==> src/rtl/spim_pkg.sv <==
package spim_pkg;

    typedef enum logic [1:0] {
        E_IDLE  = 2'd0,
        E_SHIFT = 2'd1,
        E_PUSH  = 2'd2
    } eng_state_t;

    localparam int WORD_W = 9;
    localparam int NUM_CS = 3;

    localparam logic [1:0] RA_CTRL = 2'd0;
    localparam logic [1:0] RA_DATA = 2'd1;
    localparam logic [1:0] RA_DIV  = 2'd2;
    localparam logic [1:0] RA_LEN  = 2'd3;

    localparam int B_CPHA   = 2;
    localparam int B_CPOL   = 3;
    localparam int B_CLRTX  = 4;
    localparam int B_CLRRX  = 5;
    localparam int B_CSACT  = 6;
    localparam int B_TA     = 7;
    localparam int B_INTD   = 9;
    localparam int B_INTR   = 10;
    localparam int B_REN    = 12;
    localparam int B_WIDE   = 13;
    localparam int B_DONE   = 16;
    localparam int B_RXD    = 17;
    localparam int B_TXD    = 18;
    localparam int B_RXR    = 19;
    localparam int B_RXF    = 20;
    localparam int B_LPOL   = 21;

endpackage

==> src/rtl/spim_fifo.sv <==
module spim_fifo #(
    parameter int W     = 9,
    parameter int DEPTH = 16
) (
    input  logic                         clk,
    input  logic                         rst_n,
    input  logic                         clr,
    input  logic                         push,
    input  logic [W-1:0]                 din,
    input  logic                         pop,
    output logic [W-1:0]                 dout,
    output logic [$clog2(DEPTH):0]       count,
    output logic                         full,
    output logic                         empty
);
    localparam int AW = $clog2(DEPTH);
    localparam int CW = AW + 1;
    localparam logic [CW-1:0] DEPTH_V = CW'(DEPTH);

    logic [W-1:0]  mem [DEPTH];
    logic [AW-1:0] wr_ptr;
    logic [AW-1:0] rd_ptr;
    logic          do_push;
    logic          do_pop;

    assign full    = (count == DEPTH_V);
    assign empty   = (count == '0);
    assign do_push = push && !full;
    assign do_pop  = pop && !empty;
    assign dout    = mem[rd_ptr];

    always_ff @(posedge clk or negedge rst_n) begin
        if (!rst_n) begin
            wr_ptr <= '0;
            rd_ptr <= '0;
            count  <= '0;
        end else if (clr) begin
            wr_ptr <= '0;
            rd_ptr <= '0;
            count  <= '0;
        end else begin
            if (do_push) wr_ptr <= wr_ptr + {{(AW-1){1'b0}}, 1'b1};
            if (do_pop)  rd_ptr <= rd_ptr + {{(AW-1){1'b0}}, 1'b1};
            count <= count + {{(CW-1){1'b0}}, do_push} - {{(CW-1){1'b0}}, do_pop};
        end
    end

    always_ff @(posedge clk) begin
        if (do_push && !clr) mem[wr_ptr] <= din;
    end

endmodule

==> src/rtl/spim_clkgen.sv <==
module spim_clkgen #(
    parameter int DIV_W = 16
) (
    input  logic             clk,
    input  logic             rst_n,
    input  logic             run,
    input  logic [DIV_W-1:0] div,
    output logic             tick
);
    logic [DIV_W-1:0] half_m1;
    logic [DIV_W-1:0] cnt;

    // Half period = floor(div/2) clocks; 0 -> 2^(DIV_W-1); 1 -> 1.
    always_comb begin
        if (div == '0)
            half_m1 = {1'b0, {(DIV_W-1){1'b1}}};
        else if (div[DIV_W-1:1] == '0)
            half_m1 = '0;
        else
            half_m1 = {1'b0, div[DIV_W-1:1]} - {{(DIV_W-1){1'b0}}, 1'b1};
    end

    assign tick = run && (cnt == half_m1);

    always_ff @(posedge clk or negedge rst_n) begin
        if (!rst_n)
            cnt <= '0;
        else if (!run || tick)
            cnt <= '0;
        else
            cnt <= cnt + {{(DIV_W-1){1'b0}}, 1'b1};
    end

endmodule

==> src/rtl/spim_engine.sv <==
module spim_engine
    import spim_pkg::*;
(
    input  logic              clk,
    input  logic              rst_n,
    input  logic              ta,
    input  logic              cpol,
    input  logic              cpha,
    input  logic              wide,
    input  logic              tick,
    input  logic              tx_avail,
    input  logic              rx_room,
    input  logic [WORD_W-1:0] tx_data,
    input  logic              miso,
    output logic              tx_pop,
    output logic              rx_push,
    output logic [WORD_W-1:0] rx_data,
    output logic              sclk,
    output logic              mosi,
    output logic              run,
    output logic              idle
);
    localparam logic [4:0] LAST_NARROW = 5'd15;
    localparam logic [4:0] LAST_WIDE   = 5'd17;

    eng_state_t        st;
    eng_state_t        st_nx;
    logic [WORD_W-1:0] tx_sr;
    logic [WORD_W-1:0] rx_sr;
    logic [4:0]        edge_cnt;
    logic              cpha_l;
    logic              wide_l;
    logic              sclk_q;
    logic              last_edge;
    logic              leading;

    assign leading   = ~edge_cnt[0];
    assign last_edge = tick && (edge_cnt == (wide_l ? LAST_WIDE : LAST_NARROW));

    // State register
    always_ff @(posedge clk or negedge rst_n) begin
        if (!rst_n) st <= E_IDLE;
        else        st <= st_nx;
    end

    // Next state and strobes
    always_comb begin
        st_nx   = st;
        tx_pop  = 1'b0;
        rx_push = 1'b0;
        unique case (st)
            E_IDLE: begin
                if (ta && tx_avail && rx_room) begin
                    st_nx  = E_SHIFT;
                    tx_pop = 1'b1;
                end
            end
            E_SHIFT: begin
                if (!ta)            st_nx = E_IDLE;
                else if (last_edge) st_nx = E_PUSH;
            end
            E_PUSH: begin
                rx_push = 1'b1;
                st_nx   = E_IDLE;
            end
            default: st_nx = E_IDLE;
        endcase
    end

    // Shift datapath
    always_ff @(posedge clk or negedge rst_n) begin
        if (!rst_n) begin
            tx_sr    <= '0;
            rx_sr    <= '0;
            edge_cnt <= '0;
            cpha_l   <= 1'b0;
            wide_l   <= 1'b0;
            sclk_q   <= 1'b0;
        end else if (st == E_IDLE) begin
            sclk_q   <= cpol;
            edge_cnt <= '0;
            if (tx_pop) begin
                tx_sr  <= wide ? tx_data : {tx_data[7:0], 1'b0};
                rx_sr  <= '0;
                cpha_l <= cpha;
                wide_l <= wide;
            end
        end else if (st == E_SHIFT) begin
            if (!ta) begin
                sclk_q <= cpol;
            end else if (tick) begin
                sclk_q   <= ~sclk_q;
                edge_cnt <= edge_cnt + 5'd1;
                if (cpha_l ? !leading : leading)
                    rx_sr <= {rx_sr[WORD_W-2:0], miso};
                if (cpha_l ? (leading && edge_cnt != 5'd0) : !leading)
                    tx_sr <= {tx_sr[WORD_W-2:0], 1'b0};
            end
        end
    end

    assign rx_data = wide_l ? rx_sr : {1'b0, rx_sr[7:0]};
    assign mosi    = tx_sr[WORD_W-1];
    assign sclk    = sclk_q;
    assign run     = (st == E_SHIFT);
    assign idle    = (st == E_IDLE);

endmodule

==> src/rtl/spi_master_ctrl.sv <==
module spi_master_ctrl
    import spim_pkg::*;
#(
    parameter int TX_DEPTH  = 16,
    parameter int RX_DEPTH  = 16,
    parameter int RX_THRESH = 12,
    parameter int DIV_W     = 16,
    parameter int LEN_W     = 16
) (
    input  logic        clk,
    input  logic        rst_n,
    input  logic [1:0]  bus_addr,
    input  logic        bus_wr,
    input  logic        bus_rd,
    input  logic [31:0] bus_wdata,
    output logic [31:0] bus_rdata,
    output logic        sclk,
    output logic        mosi,
    input  logic        miso,
    output logic [2:0]  cs_out,
    output logic        irq
);
    localparam int TCW = $clog2(TX_DEPTH) + 1;
    localparam int RCW = $clog2(RX_DEPTH) + 1;
    localparam logic [RCW-1:0] RX_THR_V = RCW'(RX_THRESH);

    logic [1:0]        sel_q;
    logic              cpha_q, cpol_q, csact_q, ta_q;
    logic              intd_en_q, intr_en_q, ren_q, wide_q;
    logic [NUM_CS-1:0] linepol_q;
    logic [DIV_W-1:0]  div_q;
    logic [LEN_W-1:0]  dlen_q;

    logic ctrl_wr, data_wr, data_rd, clr_tx, clr_rx;
    logic [WORD_W-1:0] tx_head, rx_head, rx_word;
    logic [TCW-1:0]    tx_cnt;
    logic [RCW-1:0]    rx_cnt;
    logic tx_full, tx_empty, rx_full, rx_empty;
    logic tx_pop, rx_push, tick, eng_run, eng_idle;
    logic st_done, st_rxr;
    logic [NUM_CS-1:0] cs_lvl;
    logic unused_bits;

    assign ctrl_wr = bus_wr && (bus_addr == RA_CTRL);
    assign data_wr = bus_wr && (bus_addr == RA_DATA);
    assign data_rd = bus_rd && (bus_addr == RA_DATA);
    assign clr_tx  = ctrl_wr && bus_wdata[B_CLRTX];
    assign clr_rx  = ctrl_wr && bus_wdata[B_CLRRX];
    assign unused_bits = ^{bus_wdata[31:24], bus_wdata[20:16]};

    always_ff @(posedge clk or negedge rst_n) begin
        if (!rst_n) begin
            sel_q     <= '0;
            cpha_q    <= 1'b0;
            cpol_q    <= 1'b0;
            csact_q   <= 1'b0;
            ta_q      <= 1'b0;
            intd_en_q <= 1'b0;
            intr_en_q <= 1'b0;
            ren_q     <= 1'b0;
            wide_q    <= 1'b0;
            linepol_q <= '0;
            div_q     <= '0;
            dlen_q    <= '0;
        end else if (bus_wr) begin
            unique case (bus_addr)
                RA_CTRL: begin
                    sel_q     <= bus_wdata[1:0];
                    cpha_q    <= bus_wdata[B_CPHA];
                    cpol_q    <= bus_wdata[B_CPOL];
                    csact_q   <= bus_wdata[B_CSACT];
                    ta_q      <= bus_wdata[B_TA];
                    intd_en_q <= bus_wdata[B_INTD];
                    intr_en_q <= bus_wdata[B_INTR];
                    ren_q     <= bus_wdata[B_REN];
                    wide_q    <= bus_wdata[B_WIDE];
                    linepol_q <= bus_wdata[B_LPOL +: NUM_CS];
                end
                RA_DIV:  div_q  <= bus_wdata[DIV_W-1:0];
                RA_LEN:  dlen_q <= bus_wdata[LEN_W-1:0];
                default: ;
            endcase
        end
    end

    spim_fifo #(.W(WORD_W), .DEPTH(TX_DEPTH)) u_txq (
        .clk(clk), .rst_n(rst_n), .clr(clr_tx),
        .push(data_wr), .din(bus_wdata[WORD_W-1:0]),
        .pop(tx_pop), .dout(tx_head),
        .count(tx_cnt), .full(tx_full), .empty(tx_empty)
    );

    spim_fifo #(.W(WORD_W), .DEPTH(RX_DEPTH)) u_rxq (
        .clk(clk), .rst_n(rst_n), .clr(clr_rx),
        .push(rx_push), .din(rx_word),
        .pop(data_rd), .dout(rx_head),
        .count(rx_cnt), .full(rx_full), .empty(rx_empty)
    );

    spim_clkgen #(.DIV_W(DIV_W)) u_clk (
        .clk(clk), .rst_n(rst_n), .run(eng_run), .div(div_q), .tick(tick)
    );

    spim_engine u_eng (
        .clk(clk), .rst_n(rst_n), .ta(ta_q), .cpol(cpol_q), .cpha(cpha_q),
        .wide(wide_q), .tick(tick), .tx_avail(!tx_empty), .rx_room(!rx_full),
        .tx_data(tx_head), .miso(miso), .tx_pop(tx_pop), .rx_push(rx_push),
        .rx_data(rx_word), .sclk(sclk), .mosi(mosi), .run(eng_run), .idle(eng_idle)
    );

    // Chip-select drive per line
    for (genvar i = 0; i < NUM_CS; i++) begin : g_cs
        assign cs_lvl[i] = csact_q | linepol_q[i];
        assign cs_out[i] = (ta_q && (sel_q == 2'(i))) ? cs_lvl[i] : ~cs_lvl[i];
    end

    assign st_done = ta_q && tx_empty && eng_idle;
    assign st_rxr  = ta_q && (rx_cnt >= RX_THR_V);
    assign irq     = (intd_en_q && st_done) || (intr_en_q && st_rxr);

    always_comb begin
        bus_rdata = '0;
        unique case (bus_addr)
            RA_CTRL: begin
                bus_rdata[1:0]                 = sel_q;
                bus_rdata[B_CPHA]              = cpha_q;
                bus_rdata[B_CPOL]              = cpol_q;
                bus_rdata[B_CSACT]             = csact_q;
                bus_rdata[B_TA]                = ta_q;
                bus_rdata[B_INTD]              = intd_en_q;
                bus_rdata[B_INTR]              = intr_en_q;
                bus_rdata[B_REN]               = ren_q;
                bus_rdata[B_WIDE]              = wide_q;
                bus_rdata[B_DONE]              = st_done;
                bus_rdata[B_RXD]               = !rx_empty;
                bus_rdata[B_TXD]               = !tx_full;
                bus_rdata[B_RXR]               = st_rxr;
                bus_rdata[B_RXF]               = rx_full;
                bus_rdata[B_LPOL +: NUM_CS]    = linepol_q;
            end
            RA_DATA: bus_rdata[WORD_W-1:0] = rx_head;
            RA_DIV:  bus_rdata[DIV_W-1:0]  = div_q;
            RA_LEN:  bus_rdata[LEN_W-1:0]  = dlen_q;
            default: ;
        endcase
    end

endmodule

==> config.mk <==
export PLATFORM = sky130hd
export DESIGN_NAME = spi_master_ctrl
export DESIGN_NICKNAME = d
export VERILOG_FILES = /design/src/rtl/spim_pkg.sv /design/src/rtl/spim_fifo.sv /design/src/rtl/spim_clkgen.sv /design/src/rtl/spim_engine.sv /design/src/rtl/spi_master_ctrl.sv
export SDC_FILE = /design/constraint.sdc
export NUM_CORES = 1
export LEC_CHECK = 0
export BUFFER_PORTS_ARGS = -buffer_cell sky130_fd_sc_hd__buf_2
export CAP_MARGIN = 15
export CORE_MARGIN = 4
export CORE_UTILIZATION = 40
export DETAILED_ROUTE_END_ITERATION = 8
export SLEW_MARGIN = 10
export SYNTH_ARGS = -nofsm -noshare
export SYNTH_HDL_FRONTEND = slang
export SYNTH_HIERARCHICAL = 1
export SYNTH_SLANG_ARGS = --single-unit
==> constraint.sdc <==
create_clock -name clk -period 4.8 [get_ports clk]
set_clock_uncertainty 0.15 [all_clocks]
set_input_delay 0.72 -clock clk [delete_from_list [all_inputs] [get_ports clk]]
set_output_delay 0.72 -clock clk [all_outputs]
set_load 0.03 [all_outputs]
==> flow_summary.ini <==
[clocking]
cts_buffer_depth = 3
cts.clk_slew.worst_paths_ps = 60
cts.sinks = 403
clk_latency_ps = 580
post_cts_buffers = 0
cts_root_buffer = clkbuf_16
h-tree-depth = 2
cts-resized-gates = 0
numCtsBuffers = 43
cts_hold_buf = 0
cts_tree = built

[sta]
maxSlewHeadroom = 0.368
hold_violations = 0
final.setup.worst_slack_ps = 568
tightest_slew_ps = 948
final_max_slew_viol_count = 0
whs_ps = 6.13
fin_tns_setup_ps = 0
finalCritPeriodShare = 0.882
period_needed_ps = 4230
rsz0062_at_grt = no
fmax_ghz = 0.236
setup-violations-final = 0

[power_and_ir_drop]
peakVddDrop_uv = 365
p_per_area_nw_per_um2 = 502
power_frac_clock = 0.343
p_comb_frac = 0.244
switchingPower_mw = 3.18
leakagePower_nw = 7.92
seqPwrFrac = 0.413
switching_share = 0.302
power.internal_mw = 7.35
p_total_mw = 10.5

[placement]
dp_slack_ps = 669
hpwlAfterDp_um = 27500
io_buffers = 55
placed_area_um2 = 19400
gp_congestion = 0.812
place_inst = 1845

[synthesis]
yosys-top-cells-area = edfxtp_1 47%, dfrtp_1 16%, mux4_2 4.7%, mux2_2 3.3%, mux4_1 3.0%
synth_top_area_frac = 0.467
synth_ff_type = edfxtp_1
yosysTopAreaCell = edfxtp_1
avgSynthCellArea_um2 = 15.2
synth_seq_cells = 403
yosysWarnings = 6
synth_cell_types = 82
netlist_top_cells_count = 288 x edfxtp_1, 115 x dfrtp_1, 65 x nor2_1
async_reset_ff_frac = 0.285
syn-cell-area_um2 = 18500
yosysMostFrequentCell = edfxtp_1
synth_cells = 1215
yosysSeqAreaShare = 0.623
synth_edf_count = 288

[route]
drt_iter0_drc = 892
vias_per_cell = 5.46
ant_nets = 0
drc = 0
num_vias = 10500
wl_um = 41800
drtPass1Iterations = 5
drt-wirelength-per-cell_um = 21.7

[final_layout]
syn_to_final_growth_pct = 13.3
layout.nets = 1357
drive_above_1_share = 0.238
nFillCells = 3927
antenna_cells = 0
final_cells = 1925
final_util = 0.460
fin_area_um2 = 21000

[global_route]
grt_pass1_vias = 10300
grt_overflow_total = 0
antenna_found_initial = 2
grt_pass1_wl_um = 64300
grt_use_total = 0.168
grt_max_degree = 51

[critical_path]
worstSetupStartpoint = div_q[5]
r2r-start = div_q[5]
arrival_ps = 4530
cp-endpoint = u_eng/rx_sr[8]
regToRegEndpoint = u_eng/rx_sr[8]
critPathMaxFanout = 11
cp.required_ps = 5100
r2r_cells = 11
crit_path_start_kind = register
cp-end-kind = register
reg2reg_slack_ps = 570
crit_type = reg2reg

[hold_path]
hold_class = in2async

[floorplan]
die_area_um2 = 49800
initial_utilization = 0.406
rows = 78
ios = 77
fp.dieH_um = 223
core_um2 = 45600
fp.dieW_um = 223

[status]
status = finished, final reports clean

[flow_run]
cap_viol_max_count = 0
final cells by class:
| class | instances | area, µm² | area share |
|---|---|---|---|
| Clock inverter | 28 | 422 | 0.0201 |
| Sequential cell | 403 | 11500 | 0.550 |
| Multi-Input combinational cell | 702 | 6350 | 0.303 |
| Inverter | 42 | 158 | 0.00752 |
| Tap cell | 600 | 751 | 0.0358 |
| Timing Repair Buffer | 98 | 613 | 0.0292 |
| Clock buffer | 52 | 1150 | 0.0548 |
state kept, by name, indices dropped and copies added (netlist names), 5 cells and up:
register        count
div_q              16
dlen_q             16
u_clk/cnt          16
u_eng/edge_cnt      5
u_eng/rx_sr         9
u_eng/tx_sr         9
u_rxq/count         5
u_rxq/mem         144
u_txq/count         5
u_txq/mem         144
worst min-delay path by stage:
| stage | slack, ps | endpoint | start |
|---|---|---|---|
| after floorplan | 270 | cpha_q | rst_n |
| after global placement | 330 | u_eng/rx_sr[8] | u_eng/rx_sr[8] |
| after detailed placement | 340 | u_eng/rx_sr[8] | u_eng/rx_sr[8] |
| after CTS | 6 | u_clk/cnt[12] | rst_n |
| after global routing | 30 | u_clk/cnt[12] | rst_n |
| final | 6 | u_clk/cnt[12] | rst_n |
power groups by stage:
stage               sequential [mW]  clock (mW)  combinational [mW]
global route                   4.39        3.84                2.81
CTS                            4.35        3.69                2.60
detailed placement             4.42           0                2.59
finish                         4.35        3.61                2.57
floorplan                      4.21           0                2.10
global placement               4.41           0                2.54
critical path: stages (launching register included):
cell and delay, ps:
dfrtp_1 490, nor4_1 690, nand4_1 500, o21ai_0 270, o21ai_0 120, nand4b_1 230
nor4_4 170, and4_1 430, nand2b_1 180, nor3_4 380, nor2_1 260, a22o_1 240
kinds of logic after synthesis:
family                     share of synthesized area
adders and majority gates                     0.0197
xor gates and xnor gates                      0.0218
muxes                                          0.146
buffers and inverters                         0.0370
and+or+nand+nor                               0.0862
DFF                                            0.623
other                                       0.000203
AOI/OAI and AO/OA                             0.0664
cells in the final DEF, fill, tap and decap left out, types with 21 or more instances in the layout:
| cell | netlist | routed |
|---|---|---|
| clkbuf_16 | 0 | 43 |
| mux2_2 | 54 | 54 |
| dfrtp_1 | 115 | 112 |
| a21oi_1 | 28 | 28 |
| buf_4 | 23 | 43 |
| a22oi_1 | 27 | 27 |
| nand3_1 | 24 | 24 |
| o21ai_0 | 22 | 22 |
| nor2_1 | 65 | 65 |
| inv_1 | 41 | 41 |
| edfxtp_1 | 288 | 288 |
| mux4_1 | 21 | 21 |
| ha_1 | 26 | 26 |
| nand2_1 | 62 | 62 |
| buf_2 | 15 | 54 |
| mux4_2 | 39 | 39 |
| mux2i_1 | 49 | 49 |
| xnor2_1 | 24 | 24 |
metal layers:
metal  wire, µm  vias up  global-route usage
li1           -     4813                   -
met1      19500     5404               0.249
met2      19000      246               0.253
met3       2650       42              0.0411
met4        684        0              0.0388
met5          0        -                   0
Note: power is estimated with default switching activity, not from simulation.
